**src/rtl/tws_pkg.sv**
```systemverilog
package tws_pkg;
  typedef enum logic [2:0] {
    S_IDLE = 3'd0,
    S_RD   = 3'd1,
    S_EV   = 3'd2,
    S_OUT  = 3'd3,
    S_FIN  = 3'd4
  } scan_st_e;

  typedef enum logic {
    M_MARK = 1'b0,
    M_DIFF = 1'b1
  } roll_mode_e;
endpackage

```
**src/rtl/tws_roll_track.sv**
```systemverilog
module tws_roll_track
  import tws_pkg::*;
#(
  parameter int TIME_W = 16,
  parameter int CNT_W  = 8,
  localparam int ELAP_W = CNT_W + TIME_W
) (
  input  logic              clk,
  input  logic              rst_n,
  input  logic              clr,
  input  logic              upd,
  input  roll_mode_e        mode,
  input  logic [CNT_W-1:0]  win_periods,
  input  logic [TIME_W-1:0] win_offset,
  input  logic [TIME_W-1:0] tword,
  output logic              drop,
  output logic              stop,
  output logic [ELAP_W-1:0] elapsed,
  output logic [CNT_W-1:0]  cnt
);
  logic              first_q, first_d;
  logic [TIME_W-1:0] ref_q, ref_d;
  logic [TIME_W-1:0] base_q, base_d;
  logic [CNT_W-1:0]  cnt_q, cnt_d;
  logic              trk_en;

  logic              is_mark;
  logic              wrap;
  logic [CNT_W:0]    cnt_ext;
  logic [CNT_W:0]    win_ext;
  logic [CNT_W-1:0]  el_cnt;
  logic [TIME_W-1:0] el_base;

  // record classification
  always_comb begin
    is_mark = &tword;
    drop    = (mode == M_DIFF) && is_mark;
    if (mode == M_MARK) begin
      wrap = is_mark;
    end else begin
      wrap = !is_mark && !first_q && (tword < ref_q);
    end
    cnt_ext = {1'b0, cnt_q} + {{CNT_W{1'b0}}, wrap};
    win_ext = {1'b0, win_periods};
  end

  // window decision
  always_comb begin
    stop = 1'b0;
    if (!drop) begin
      if (cnt_ext > win_ext) begin
        stop = 1'b1;
      end else if ((cnt_ext == win_ext) && !((mode == M_MARK) && is_mark)
                   && (tword > win_offset)) begin
        stop = 1'b1;
      end
    end
  end

  // elapsed time: a marker closes its own period
  always_comb begin
    if ((mode == M_MARK) && is_mark) begin
      el_cnt = cnt_q;
    end else begin
      el_cnt = cnt_ext[CNT_W-1:0];
    end
    el_base = first_q ? tword : base_q;
    elapsed = {el_cnt, tword} - {{CNT_W{1'b0}}, el_base};
  end

  // next state
  always_comb begin
    first_d = first_q;
    ref_d   = ref_q;
    base_d  = base_q;
    cnt_d   = cnt_q;
    trk_en  = 1'b0;
    if (clr) begin
      trk_en  = 1'b1;
      first_d = 1'b1;
      ref_d   = '0;
      base_d  = '0;
      cnt_d   = '0;
    end else if (upd) begin
      trk_en = 1'b1;
      cnt_d  = cnt_ext[CNT_W-1:0];
      if (!drop) begin
        first_d = 1'b0;
        ref_d   = tword;
        if (first_q) begin
          base_d = tword;
        end
      end
    end
  end

  always_ff @(posedge clk or negedge rst_n) begin
    if (!rst_n) begin
      first_q <= 1'b1;
      ref_q   <= '0;
      base_q  <= '0;
      cnt_q   <= '0;
    end else if (trk_en) begin
      first_q <= first_d;
      ref_q   <= ref_d;
      base_q  <= base_d;
      cnt_q   <= cnt_d;
    end
  end

  assign cnt = cnt_q;
endmodule

```
**src/rtl/tws_scan_seq.sv**
```systemverilog
module tws_scan_seq
  import tws_pkg::*;
#(
  parameter int ADDR_W = 10
) (
  input  logic              clk,
  input  logic              rst_n,
  input  logic              start,
  input  logic [ADDR_W-1:0] start_addr,
  input  logic [ADDR_W-1:0] last_addr,
  input  logic              stop,
  input  logic              drop,
  input  logic              rec_ready,
  output logic              clr,
  output logic              accept,
  output logic              load,
  output logic              mem_rd_en,
  output logic [ADDR_W-1:0] mem_addr,
  output logic              rec_valid,
  output logic              done,
  output logic              busy
);
  scan_st_e          st_q, st_d;
  logic [ADDR_W-1:0] addr_q, addr_d;
  logic [ADDR_W-1:0] last_q, last_d;
  logic              addr_en, last_en;
  logic              at_last;

  always_comb begin
    st_d    = st_q;
    addr_d  = addr_q;
    last_d  = last_q;
    addr_en = 1'b0;
    last_en = 1'b0;
    clr     = 1'b0;
    accept  = 1'b0;
    load    = 1'b0;
    at_last = (addr_q == last_q);
    unique case (st_q)
      S_IDLE: begin
        if (start) begin
          clr     = 1'b1;
          addr_d  = start_addr;
          last_d  = last_addr;
          addr_en = 1'b1;
          last_en = 1'b1;
          st_d    = S_RD;
        end
      end
      S_RD: st_d = S_EV;
      S_EV: begin
        if (stop) begin
          st_d = S_FIN;
        end else begin
          accept = 1'b1;
          if (!drop) begin
            load = 1'b1;
            st_d = S_OUT;
          end else if (at_last) begin
            st_d = S_FIN;
          end else begin
            addr_d  = addr_q + 1'b1;
            addr_en = 1'b1;
            st_d    = S_RD;
          end
        end
      end
      S_OUT: begin
        if (rec_ready) begin
          if (at_last) begin
            st_d = S_FIN;
          end else begin
            addr_d  = addr_q + 1'b1;
            addr_en = 1'b1;
            st_d    = S_RD;
          end
        end
      end
      S_FIN: st_d = S_IDLE;
      default: st_d = S_IDLE;
    endcase
  end

  always_ff @(posedge clk or negedge rst_n) begin
    if (!rst_n) begin
      st_q <= S_IDLE;
    end else begin
      st_q <= st_d;
    end
  end

  always_ff @(posedge clk or negedge rst_n) begin
    if (!rst_n) begin
      addr_q <= '0;
    end else if (addr_en) begin
      addr_q <= addr_d;
    end
  end

  always_ff @(posedge clk or negedge rst_n) begin
    if (!rst_n) begin
      last_q <= '0;
    end else if (last_en) begin
      last_q <= last_d;
    end
  end

  assign mem_rd_en = (st_q == S_RD);
  assign mem_addr  = addr_q;
  assign rec_valid = (st_q == S_OUT);
  assign done      = (st_q == S_FIN);
  assign busy      = (st_q != S_IDLE);
endmodule

```
**src/rtl/tws_rec_hold.sv**
```systemverilog
module tws_rec_hold #(
  parameter int REC_W  = 32,
  parameter int ELAP_W = 24
) (
  input  logic              clk,
  input  logic              rst_n,
  input  logic              load,
  input  logic [REC_W-1:0]  rec_d,
  input  logic [ELAP_W-1:0] el_d,
  output logic [REC_W-1:0]  rec_q,
  output logic [ELAP_W-1:0] el_q
);
  logic [REC_W-1:0]  rec_r;
  logic [ELAP_W-1:0] el_r;

  always_ff @(posedge clk or negedge rst_n) begin
    if (!rst_n) begin
      rec_r <= '0;
      el_r  <= '0;
    end else if (load) begin
      rec_r <= rec_d;
      el_r  <= el_d;
    end
  end

  assign rec_q = rec_r;
  assign el_q  = el_r;
endmodule

```
**src/rtl/tw_readout_scanner.sv**
```systemverilog
module tw_readout_scanner
  import tws_pkg::*;
#(
  parameter int TIME_W = 16,
  parameter int PAY_W  = 16,
  parameter int ADDR_W = 10,
  parameter int CNT_W  = 8,
  localparam int REC_W  = TIME_W + PAY_W,
  localparam int ELAP_W = CNT_W + TIME_W
) (
  input  logic              clk,
  input  logic              rst_n,
  input  logic              start,
  input  logic              mode,
  input  logic [ADDR_W-1:0] start_addr,
  input  logic [ADDR_W-1:0] last_addr,
  input  logic [CNT_W-1:0]  win_periods,
  input  logic [TIME_W-1:0] win_offset,
  output logic              mem_rd_en,
  output logic [ADDR_W-1:0] mem_addr,
  input  logic [REC_W-1:0]  mem_rd_data,
  output logic              rec_valid,
  input  logic              rec_ready,
  output logic [REC_W-1:0]  rec_data,
  output logic [ELAP_W-1:0] rec_elapsed,
  output logic              done,
  output logic [CNT_W-1:0]  roll_count
);
  // reset: asserted at once, released on the clock
  logic [1:0] rst_sync_q;
  logic       rst_int_n;

  always_ff @(posedge clk or negedge rst_n) begin
    if (!rst_n) begin
      rst_sync_q <= 2'b00;
    end else begin
      rst_sync_q <= {rst_sync_q[0], 1'b1};
    end
  end
  assign rst_int_n = rst_sync_q[1];

  // scan configuration, captured at an accepted start
  logic              clr, accept, load, busy;
  logic              stop, drop;
  roll_mode_e        mode_q;
  logic [CNT_W-1:0]  win_q;
  logic [TIME_W-1:0] off_q;
  logic [ELAP_W-1:0] elapsed;

  always_ff @(posedge clk or negedge rst_int_n) begin
    if (!rst_int_n) begin
      mode_q <= M_MARK;
      win_q  <= '0;
      off_q  <= '0;
    end else if (clr) begin
      mode_q <= roll_mode_e'(mode);
      win_q  <= win_periods;
      off_q  <= win_offset;
    end
  end

  tws_scan_seq #(.ADDR_W(ADDR_W)) seq_i (
    .clk        (clk),
    .rst_n      (rst_int_n),
    .start      (start),
    .start_addr (start_addr),
    .last_addr  (last_addr),
    .stop       (stop),
    .drop       (drop),
    .rec_ready  (rec_ready),
    .clr        (clr),
    .accept     (accept),
    .load       (load),
    .mem_rd_en  (mem_rd_en),
    .mem_addr   (mem_addr),
    .rec_valid  (rec_valid),
    .done       (done),
    .busy       (busy)
  );

  tws_roll_track #(.TIME_W(TIME_W), .CNT_W(CNT_W)) trk_i (
    .clk         (clk),
    .rst_n       (rst_int_n),
    .clr         (clr),
    .upd         (accept),
    .mode        (mode_q),
    .win_periods (win_q),
    .win_offset  (off_q),
    .tword       (mem_rd_data[TIME_W-1:0]),
    .drop        (drop),
    .stop        (stop),
    .elapsed     (elapsed),
    .cnt         (roll_count)
  );

  tws_rec_hold #(.REC_W(REC_W), .ELAP_W(ELAP_W)) hold_i (
    .clk   (clk),
    .rst_n (rst_int_n),
    .load  (load),
    .rec_d (mem_rd_data),
    .el_d  (elapsed),
    .rec_q (rec_data),
    .el_q  (rec_elapsed)
  );
endmodule

```
**config.mk**
```make
export PLATFORM = sky130hd
export DESIGN_NAME = tw_readout_scanner
export DESIGN_NICKNAME = d
export VERILOG_FILES = /design/src/rtl/tws_pkg.sv /design/src/rtl/tws_roll_track.sv /design/src/rtl/tws_scan_seq.sv /design/src/rtl/tws_rec_hold.sv /design/src/rtl/tw_readout_scanner.sv
export SDC_FILE = /design/constraint.sdc
export NUM_CORES = 1
export LEC_CHECK = 0
export BUFFER_PORTS_ARGS = -buffer_cell sky130_fd_sc_hd__buf_4
export CAP_MARGIN = 10
export CORE_ASPECT_RATIO = 0.8
export CORE_UTILIZATION = 57
export DETAILED_ROUTE_END_ITERATION = 12
export GPL_TIMING_DRIVEN = 1
export MAX_ROUTING_LAYER = met4
export PLACE_DENSITY = 0.92
export SLEW_MARGIN = 40
export SYNTH_ARGS = -nofsm -noshare
export SYNTH_HDL_FRONTEND = slang
export SYNTH_HIERARCHICAL = 1
export SYNTH_SLANG_ARGS = --single-unit
```
**constraint.sdc**
```tcl
create_clock -name clk -period 5.07 [get_ports clk]
set_clock_uncertainty 0.05 [all_clocks]
set_input_delay 0.507 -clock clk [delete_from_list [all_inputs] [get_ports clk]]
set_output_delay 0.507 -clock clk [all_outputs]
set_load 0.02 [all_outputs]
```
==> summary.txt <==
Yosys
  • Portion of the post-synthesis area used by sequential elements: 42.2%
  • Synth cell types: 64
  • Primary FF master, synth: dfrtp_1
  • Mean Syn Cell Area: 11.0 um2
  • Area of the mapped netlist: 0.00871 mm2
  • Synthesized netlist net count: 934
  • Flops & latches, synth: 147
  • Yosys synthesis warning count: 6
  • Number of instances in the synthesized netlist: 793
  • Post-synth EDFFs: 0
  • Proportion of register bits with asynchronous set or reset after synthesis: 100%

Power
  • Pwr dens: between 600 and 700 mW/mm2
  • Static Leak: 5.43 nW
  • Max rail drop VDD: 0.000421 V
  • Overall power: 7.61 mW

Global routing
  • Global-route met1 utilization: about two fifths
  • Pin count of the biggest net entering global routing: between 50 and 60
  • Met2 layer usage reported by global route: 50.0%
  • Busiest metal layer after global routing: met2
  • Number of global-route vias before repair: 7219
  • First-pass GRT wire length: 37900 um
  • Met3 usage in global routing: 5.89%
  • Overall overflow remaining after global route: 0
  • Overall track demand over capacity in global routing: between 30 and 40%
  • Initial antenna violation count: 0

Setup path
  • Data arrival time at the worst-slack endpoint: roughly 5.2 ns
  • Type of element capturing the critical path: flop
  • Startpoint class of the critical path: flop
  • Slowest cell on the critical path: dfrtp_1
  • CP Launch Point: trk_i/ref_q[6]
  • Cells traversed along the worst timing path: inv_2 > ha_4 > o21ai_4 > nand2b_1 > a21oi_1 > or4_4 > a21oi_4 > o21ai_2 > ha_4 > ha_4 > and3_4 > and3_4 > xor2_1 > ha_1 > nand4_1 > or2_4 > a32o_2 > o21ai_2 > o41ai_4 > nor4_2 > buf_4 > buf_12 > buf_12 > mux2_2
  • CP most frequent cell: ha_4
  • Top fanout value on the critical path: 6
  • Required time of the worst setup path: between 5 and 6 ns
  • RR Startpoint: trk_i/ref_q[6]
  • Crit Path Class: reg -> reg
  • Largest stage delay on the critical path: roughly 0.42 ns

Clocking
  • Worst-path clk slew: about 0.070 ns
  • Number of H-tree branching levels: 4
  • Clock Latency Late Sink: 0.43 ns
  • Clk sink count: 147
  • Clock Tree Buf Depth: 2
  • Total clock buffers created by CTS: 17
  • CTS tree: yes
  • Clock Root Buffer: clkbuf_16

Floorplanning
  • Row cnt: 40
  • Total die area: 0.0158 mm2
  • DIE HEIGHT: 113 um
  • IO Count: roughly 160
  • Die X-Extent: 140 um
  • Initial core utilization: about three fifths
  • Core region area: around 0.015 mm2

STA
  • Tightest Pin Transition: 0.845 ns
  • Worst setup slack after layout: 0.0854 ns
  • Period Utilization, post-route: 98.3%
  • Count of pins over their slew limit: 0
  • Number of endpoints with negative hold slack in the final report: 0
  • Max_slew headroom: between 40% and 50%
  • Peak clock frequency supported by timing: approximately 200 MHz
  • Time the worst path needs with I/O delays and setup: 4.98 ns
  • Total setup violations reported at the end of the flow: 0

Detailed routing
  • Vias: 7423
  • Detailed Route WL: 25200 um
  • Pre-antenna DRT Iters: 5
  • Wire length per cell: 21.1 um
  • Total DRC errors in the routed layout: 0
  • Initial drt markers: 860
  • Count of antenna-violating nets left after detailed routing: 0
  • Via density: just over 6

Final layout
  • Number of cells in the finished layout apart from fillers: 1197
  • Number of fillers in the final layout: between 800 and 900
  • Area taken by flip-flops and latches: 0.00368 mm2
  • Area Overhead vs Synth: 30.5%
  • Ant diodes: 0
  • Post-route standard cell area excluding fillers: 0.0114 mm2
  • Area used by multi-input combinational logic: 0.00485 mm2
  • Final design utilization: 76.0%
  • Ratio of cells with drive above 1 in the final layout: 39.0%
  • Number of nets in the finished design: roughly 1100

Placed design
  • Worst slack at placement: -0.331 ns
  • Detailed placer's ending HPWL: around 16000 um
  • Weighted congestion reported at the end of routability-driven placement: just under 0.9
  • Buffers added on ports: 157
  • Cell area after placement: 0.0103 mm2
  • # placed instances: 1149

Worst hold path
  • Path type of the worst min-delay path: reg -> async

Flow run
  • Max-capacitance violation count: 0

Status
  • Status: finished, final reports clean
cells in the final DEF (no fill, tap or decap), types with 14 or more instances in the layout:
cell type	synthesis	routed
o21ai_0	41	28
xnor2_1	29	26
mux2i_1	20	20
a22o_1	16	16
nor2_1	41	39
clkbuf_16	0	18
buf_4	1	209
a21oi_1	27	22
inv_1	53	51
nand4_1	21	21
nand2_1	53	52
mux2_4	61	63
dfrtp_1	146	145
ha_1	59	53
nand3_1	15	14
xor2_1	19	19
mux2_2	33	31
worst max-delay path, delay by kind of cell, from the launching register on:
family,cells,cell delay (ns)
and+or+nand+nor,7,1.47
DFF,1,0.42
muxes,1,0.33
buffers and inverters,4,0.56
adders and majority gates,4,0.96
AOI/OAI and AO/OA,7,0.89
xor gates and xnor gates,1,0.16
sequential cells by signal (all words and copies together) (netlist names):
signal / flops
seq_i/last_q: 10
rst_sync_q: 2
hold_i/rec_q: 32
seq_i/mem_addr: 10
hold_i/el_q: 24
trk_i/cnt: 8
win_q: 8
trk_i/first_q: 1
trk_i/ref_q: 16
off_q: 16
mode_q: 1
trk_i/base_q: 16
seq_i/st_q: 3
layout make-up:
cell class | instances | area share (%)
Inverter | 53 | 1.75
Clock buffer | 19 | 3.98
Clock inverter | 13 | 1.53
Tap cell | 189 | 2.08
Multi-Input combinational cell | 556 | 42.7
Timing Repair Buffer | 220 | 15.6
Sequential cell | 147 | 32.4
power by group:
part | switching [mW] | internal [mW] | total (mW)
logic | 2.03 | 2.07 | 4.10
clock network | 0.529 | 0.810 | 1.34
registers | 0.457 | 1.71 | 2.17
total | 3.02 | 4.59 | 7.61
synth_stat cells (15+ instances only):
cell type	count	share of area (%)
clkbuf_1	19	0.82
a22o_1	16	1.6
inv_1	53	2.3
nand2_1	53	2.3
mux2i_1	20	2.3
xnor2_1	29	2.9
dfrtp_1	146	42
mux2_2	33	4.3
nor2_1	41	1.8
o21ai_0	41	2.4
nand3_1	15	0.86
a21oi_1	27	1.6
ha_1	59	8.5
mux2_4	61	11
nand4_1	21	1.5
xor2_1	19	1.9
per-layer routing:
layer  vias to the layer above  share of wire [%]
met1                      3598                 40
li1                       3223                  -
met2                       490                 47
met5                         -                  0
met4                         0                4.3
met3                       112                8.4
cells by family (layout without fill, tap and decap cells):
group | Yosys count | count (layout) | share of synthesized area (%)
AO/OA/AOI/OAI | 142 | 142 | 10.9
XOR/XNOR | 48 | 48 | 4.82
adder cells (fa/ha/maj) | 60 | 60 | 8.70
buffers and inverters | 91 | 305 | 5.18
flip-flops | 147 | 147 | 42.2
multiplexers | 114 | 114 | 17.1
other | 1 | 1 | 0.0430
AND/OR/NAND/NOR | 190 | 191 | 11.0
through the flow:
step	hold WS (ns)	TNS, ns
final	0.213	0
after global routing	0.243	-2.10
after CTS	0.232	0
after detailed placement	0.230	-26.12
after global placement	0.241	-11.68
after floorplan	0.161	0
what timing repair did:
item / CTS / global route
buffers inserted: 4 / 7
pin swaps: 2 / 14
hold buffers: 1 / 0
gates resized for setup: 11 / 52
setup endpoints to repair: 107 / 108
hold endpoints to repair: 2 / 0
cloned: 1 / 3
final timing paths:
path | to | slack, ns | depth (start not counted)
worst max-delay path | hold_i/el_q[0] | 0.09 | 24
worst min-delay path | seq_i/last_q[5] | 0.21 | 0
worst max register to register | hold_i/el_q[0] | 0.09 | 24
worst min register to register | seq_i/last_q[5] | 0.21 | 0
max in group asynchronous | trk_i/base_q[6] | 3.44 | 2
min in group clk | seq_i/st_q[1] | 0.25 | 2
No activity file was read; power rests on OpenSTA's default activity.
